[config.mk]
export PLATFORM = sky130hd
export DESIGN_NAME = crc_regblock
export DESIGN_NICKNAME = d
export VERILOG_FILES = /design/src/rtl/crc_regblock_pkg.sv /design/src/rtl/crc_in_prep.sv /design/src/rtl/crc_core.sv /design/src/rtl/crc_out_view.sv /design/src/rtl/crc_regblock.sv
export SDC_FILE = /design/constraint.sdc
export NUM_CORES = 1
export LEC_CHECK = 0
export ABC_AREA = 1
export BUFFER_PORTS_ARGS = -buffer_cell sky130_fd_sc_hd__buf_2
export CAP_MARGIN = 20
export CORE_ASPECT_RATIO = 1.5
export CORE_MARGIN = 1
export CORE_UTILIZATION = 60
export DETAILED_ROUTE_END_ITERATION = 7
export PLACE_DENSITY = 0.78
export SLEW_MARGIN = 20
export SYNTH_ARGS = -nofsm -noshare
export SYNTH_HDL_FRONTEND = slang
export SYNTH_SLANG_ARGS = --single-unit
[constraint.sdc]
create_clock -name clk -period 62.7 [get_ports clk]
set_input_delay 12.54 -clock clk [delete_from_list [all_inputs] [get_ports clk]]
set_output_delay 12.54 -clock clk [all_outputs]
set_load 0.02 [all_outputs]
[src/rtl/crc_regblock_pkg.sv]
package crc_regblock_pkg;

  localparam int REG_W = 32;

  typedef enum logic [1:0] {
    MODE_CCITT = 2'b00,
    MODE_C8    = 2'b01,
    MODE_C16   = 2'b10,
    MODE_C32   = 2'b11
  } crc_mode_e;

  localparam int OFS_CTL  = 'h0;
  localparam int OFS_DAT  = 'h4;
  localparam int OFS_SEED = 'h8;
  localparam int OFS_CHK  = 'hC;

  localparam logic [REG_W-1:0] SEED_RESET = '1;

  function automatic int mode_width(crc_mode_e m);
    case (m)
      MODE_C8:  return 8;
      MODE_C32: return 32;
      default:  return 16;
    endcase
  endfunction

  function automatic logic [REG_W-1:0] mode_mask(crc_mode_e m);
    case (m)
      MODE_C8:  return 32'h0000_00FF;
      MODE_C32: return 32'hFFFF_FFFF;
      default:  return 32'h0000_FFFF;
    endcase
  endfunction

  function automatic logic [REG_W-1:0] mode_poly(crc_mode_e m);
    case (m)
      MODE_CCITT: return 32'h0000_1021;
      MODE_C8:    return 32'h0000_0007;
      MODE_C16:   return 32'h0000_8005;
      default:    return 32'h04C1_1DB7;
    endcase
  endfunction

  // One byte, MSB first, through the selected polynomial.
  function automatic logic [REG_W-1:0] crc_step_byte(logic [REG_W-1:0] st,
                                                     logic [7:0] b,
                                                     crc_mode_e m);
    logic [REG_W-1:0] s;
    logic [REG_W-1:0] msk;
    int w;
    logic fb;
    msk = mode_mask(m);
    w   = mode_width(m);
    s   = st & msk;
    for (int i = 7; i >= 0; i--) begin
      fb = s[w-1] ^ b[i];
      s  = (s << 1) & msk;
      if (fb) s = s ^ mode_poly(m);
    end
    return s;
  endfunction

endpackage

[src/rtl/crc_in_prep.sv]
module crc_in_prep
  import crc_regblock_pkg::*;
#(
  parameter int W = REG_W
) (
  input  logic [W-1:0] data_i,
  input  logic         rev_en,
  input  logic         inv_en,
  output logic [W-1:0] data_o
);
  localparam int NB = W / 8;

  logic [W-1:0] rev_w;

  for (genvar k = 0; k < NB; k++) begin : g_byte
    for (genvar j = 0; j < 8; j++) begin : g_bit
      assign rev_w[8*k + j] = data_i[8*k + 7 - j];
    end
  end

  always_comb begin
    data_o = rev_en ? rev_w : data_i;
    if (inv_en) data_o = ~data_o;
  end
endmodule

[src/rtl/crc_core.sv]
module crc_core
  import crc_regblock_pkg::*;
#(
  parameter int W = REG_W
) (
  input  logic [W-1:0] state_i,
  input  logic [W-1:0] data_i,
  input  crc_mode_e    mode_i,
  input  logic [1:0]   len_i,
  output logic [W-1:0] state_o
);
  localparam int NB = W / 8;

  logic [W-1:0] chain [NB+1];

  assign chain[0] = state_i;

  for (genvar k = 0; k < NB; k++) begin : g_stage
    assign chain[k+1] = crc_step_byte(chain[k], data_i[8*k +: 8], mode_i);
  end

  always_comb begin
    case (len_i)
      2'b00:   state_o = chain[1];
      2'b01:   state_o = chain[2];
      default: state_o = chain[NB];
    endcase
  end
endmodule

[src/rtl/crc_out_view.sv]
module crc_out_view
  import crc_regblock_pkg::*;
#(
  parameter int W = REG_W
) (
  input  logic [W-1:0] state_i,
  input  crc_mode_e    mode_i,
  input  logic         rev_en,
  input  logic         inv_en,
  output logic [W-1:0] view_o
);
  logic [W-1:0] msk;
  logic [W-1:0] base;
  logic [W-1:0] full_rev;
  int           sh;

  assign msk  = mode_mask(mode_i);
  assign base = state_i & msk;

  for (genvar j = 0; j < W; j++) begin : g_rev
    assign full_rev[j] = base[W-1-j];
  end

  always_comb begin
    sh     = W - mode_width(mode_i);
    view_o = rev_en ? (full_rev >> sh) : base;
    if (inv_en) view_o = ~view_o & msk;
  end
endmodule

[src/rtl/crc_regblock.sv]
module crc_regblock
  import crc_regblock_pkg::*;
#(
  parameter int ADDR_W = 4
) (
  input  logic              clk,
  input  logic              rst,
  input  logic              bus_valid,
  input  logic              bus_write,
  input  logic [ADDR_W-1:0] bus_addr,
  input  logic [REG_W-1:0]  bus_wdata,
  output logic [REG_W-1:0]  rd_data
);
  localparam logic [ADDR_W-1:0] A_CTL  = ADDR_W'(OFS_CTL);
  localparam logic [ADDR_W-1:0] A_DAT  = ADDR_W'(OFS_DAT);
  localparam logic [ADDR_W-1:0] A_SEED = ADDR_W'(OFS_SEED);
  localparam logic [ADDR_W-1:0] A_CHK  = ADDR_W'(OFS_CHK);

  logic             en_q, in_rev_q, out_rev_q, in_inv_q, out_inv_q;
  logic [1:0]       len_q;
  crc_mode_e        mode_q;
  logic [REG_W-1:0] seed_q, state_q, rdata_q;

  logic             wr, rd;
  logic [REG_W-1:0] prep_data, next_state, view, ctl_view;

  assign wr = bus_valid & bus_write;
  assign rd = bus_valid & ~bus_write;

  crc_in_prep #(.W(REG_W)) u_prep (
    .data_i (bus_wdata),
    .rev_en (in_rev_q),
    .inv_en (in_inv_q),
    .data_o (prep_data)
  );

  crc_core #(.W(REG_W)) u_core (
    .state_i (state_q),
    .data_i  (prep_data),
    .mode_i  (mode_q),
    .len_i   (len_q),
    .state_o (next_state)
  );

  crc_out_view #(.W(REG_W)) u_view (
    .state_i (state_q),
    .mode_i  (mode_q),
    .rev_en  (out_rev_q),
    .inv_en  (out_inv_q),
    .view_o  (view)
  );

  always_comb begin
    ctl_view        = '0;
    ctl_view[0]     = en_q;
    ctl_view[24]    = in_rev_q;
    ctl_view[25]    = out_rev_q;
    ctl_view[26]    = in_inv_q;
    ctl_view[27]    = out_inv_q;
    ctl_view[29:28] = len_q;
    ctl_view[31:30] = mode_q;
  end

  always_ff @(posedge clk) begin
    if (rst) begin
      en_q      <= 1'b0;
      in_rev_q  <= 1'b0;
      out_rev_q <= 1'b0;
      in_inv_q  <= 1'b0;
      out_inv_q <= 1'b0;
      len_q     <= 2'b00;
      mode_q    <= MODE_CCITT;
      seed_q    <= SEED_RESET;
      state_q   <= '0;
      rdata_q   <= '0;
    end else begin
      if (wr) begin
        case (bus_addr)
          A_CTL: begin
            en_q      <= bus_wdata[0];
            in_rev_q  <= bus_wdata[24];
            out_rev_q <= bus_wdata[25];
            in_inv_q  <= bus_wdata[26];
            out_inv_q <= bus_wdata[27];
            len_q     <= bus_wdata[29:28];
            mode_q    <= crc_mode_e'(bus_wdata[31:30]);
            if (bus_wdata[1]) state_q <= seed_q;
          end
          A_DAT:  if (en_q) state_q <= next_state;
          A_SEED: seed_q <= bus_wdata;
          default: ;
        endcase
      end
      if (rd) begin
        case (bus_addr)
          A_CTL:   rdata_q <= ctl_view;
          A_SEED:  rdata_q <= seed_q;
          A_CHK:   rdata_q <= view;
          default: rdata_q <= '0;
        endcase
      end
    end
  end

  assign rd_data = rdata_q;

  // seed reload strobe
  p_init_seed_r3: assert property (@(posedge clk) disable iff (rst)
    (wr && bus_addr == A_CTL && bus_wdata[1]) |=> (state_q == $past(seed_q)));

  // disabled engine holds state
  p_disabled_hold_r4: assert property (@(posedge clk) disable iff (rst)
    (wr && bus_addr == A_DAT && !en_q) |=> $stable(state_q));

  // checksum offset is read-only
  p_chk_readonly_r4: assert property (@(posedge clk) disable iff (rst)
    (wr && bus_addr == A_CHK) |=> ($stable(state_q) && $stable(seed_q)));

  // seed read returns stored seed next cycle
  p_seed_readback_r1: assert property (@(posedge clk) disable iff (rst)
    (rd && bus_addr == A_SEED) |=> (rd_data == $past(seed_q)));

  // reading the view never alters state
  p_view_nochange_r10: assert property (@(posedge clk) disable iff (rst)
    (rd && bus_addr == A_CHK) |=> $stable(state_q));
endmodule

==> qor.yml <==
drv_cap: 0
drc: 0
drt-vias-per-instance: 6.23
pin_count: 72
core_area_mm2: 0.0295
grt_first_pass_wirelength_um: 112000
synthArstFlopShare_pct: 0
slew_viol_final: 0
fin_tns_setup_ps: 0
post_cts_resized: 0
fillers: 2937
multi_input_area_mm2: 0.0136
cts.clk_slew.worst_paths_ps: 70
layout_common_cells: "nand2_1, nand3_1, xor2_1"
nets: 2810
antenna_found_initial: 3
hold_viol_final: 0
clock_path_buffers: 2
post_cts_buffers: 0
outcome: "finished, final reports clean"
ys_seq_area_share_pct: 11.7
crit_type: "in2reg"
hold_depth: 2
path_delay_family: "simple AND/OR/NAND/NOR gates"
critPathBufInv: 7
period_minus_slack_ps: 32800
avgSynthCellArea_um2: 6.44
slowest_stage: "or2_1"
min_period_over_period_pct: 52.3
first_global_vias: 18683
seqCellArea_mm2: 0.00210
cts_num_sinks: 105
port_buffers: 71
vias: 19737
dp_hpwl_um: 57100
dieArea_mm2: 0.0307
ys.flop_type: "dfxtp_1"
grt_setup_unrepaired: "false"
endpoint_kind: "flop"
syn2layout_area_growth_pct: 0.862
grt_overflow_total: 0
grt_start_max_net_pins: 97
fmax_ghz: 0.0305
synth_area_mm2: 0.0180
worstSetupPathDepth: 196
cp_slowest_stage_delay_ps: 300
layout_commonest_cell: "nand2_1"
clock_latency_ps: 370
routed_wl_um: 74700
tightest_slew_ps: 1120
crit_top_cell: "nand2_2"
grt_use_total_pct: 48.8
reg2regPathDepth: 193
arrival_ps: 33010
root_buffer: "clkbuf_16"
numCtsBuffers: 9
cp_data_required_time_ps: 62910
htree_levels: 3
cts_tree: "done"
die_x_um: 143
syn_inst: 2795
rows: 77
min_path_type: "reg2reg"
worstSetupStartpointType: "primary input"
finalSetupViolCount: 0
initial_core_util_pct: 61.0
cp_max_fo: 15
synth_cell_types: 57
slew-limit-headroom_pct: 25.4
drive_above_1_share_pct: 19.8
dr.pass1.iters: 6
cts_hold_buf: 0
synth_edf_count: 0
yosys_warnings: 0
syn_nets: 2840
ys_ff_latch: 105
clock_skew_ps: 11.1
routabilityCongestion: 1.13
first_iter_violations: 2039
chipHeight_um: 214
detail-route-antenna-nets: 0
wl_per_cell_um: 23.6
==> final timing paths <==
kind | end | from | slack [ps]
min reg2reg | rd_data[5] | rd_data[5] | 460
min | rd_data[5] | rd_data[5] | 460
max | state_q[4] | bus_wdata[0] | 29900
max reg2reg | state_q[4] | mode_q[1] | 39670
==> sequential cells by signal (all words and copies together), names as in the netlist <==
register,flops
seed_q,32
in_inv_q,1
len_q,2
mode_q,2
out_inv_q,1
in_rev_q,1
rd_data,32
en_q,1
state_q,32
out_rev_q,1
==> cells in the mapped netlist, types with 12 or more instances <==
library cell | instances | area share [%]
nor3_1 | 14 | 0.39
o21ai_0 | 201 | 5.6
xor2_1 | 261 | 13
nand2_4 | 45 | 2.8
nor2_1 | 108 | 2.3
o22ai_1 | 21 | 0.73
clkbuf_1 | 50 | 1.0
a21oi_1 | 172 | 4.8
nand3_1 | 283 | 7.9
nand3_2 | 116 | 6.5
o211ai_1 | 34 | 1.4
o221ai_1 | 20 | 0.97
nand2_1 | 613 | 13
o21ai_2 | 12 | 0.58
inv_1 | 245 | 5.1
a21oi_2 | 16 | 0.78
clkbuf_8 | 50 | 3.8
buf_6 | 18 | 1.1
nand2_2 | 158 | 5.5
xnor2_1 | 82 | 4.0
dfxtp_1 | 105 | 12
inv_2 | 21 | 0.44
==> worst register-to-register path, delay by kind of cell (launching register included) <==
family / cells / cell delay (ps)
compound gates: 2 / 170
fa+ha+maj: 1 / 580
buf+inv: 8 / 1860
flops: 1 / 380
simple gates: 182 / 19930
==> metrics by stage <==
stage	std cells	util (%)	setup slack [ps]	hold slack, ps	instance area, µm²
finish	3166	61.6	29900	464	18100
global route	3166	61.6	27980	478	18100
CTS	3165	61.5	30250	465	18100
detailed placement	3149	60.5	29900	453	17800
global placement	3149	60.5	30560	450	17800
floorplan	2795	-	34160	442	18000
==> cells by family after synthesis <==
| logic type | share of synthesized area, % |
|---|---|
| buf+inv | 13.2 |
| simple gates | 41.3 |
| fa+ha+maj | 0.348 |
| xor+xnor | 16.9 |
| flops | 11.7 |
| compound gates | 16.6 |
==> routing by layer <==
| metal | wire (µm) | up-vias | GRT usage (%) | part of all wire, % |
|---|---|---|---|---|
| met4 | 8140 | 2 | 45.5 | 11 |
| met5 | 14 | - | 0 | 0.019 |
| met2 | 34100 | 1154 | 78.3 | 46 |
| met3 | 6630 | 434 | 10.9 | 8.9 |
| met1 | 25900 | 9050 | 52.6 | 35 |
| li1 | - | 9097 | - | - |
==> cell type report <==
type / count / area share [%]
antenna: 1 / 0.0138
sequential: 105 / 11.6
inverter: 284 / 6.01
timing repair buffer: 98 / 3.16
clock inverter: 7 / 0.490
tap: 395 / 2.72
clock buffer: 9 / 1.24
multi-input combinational: 2267 / 74.8
Power is left out: the tool's default activity adds up to more than one toggle a clock period on the data nets, which glitch-free logic cannot reach.
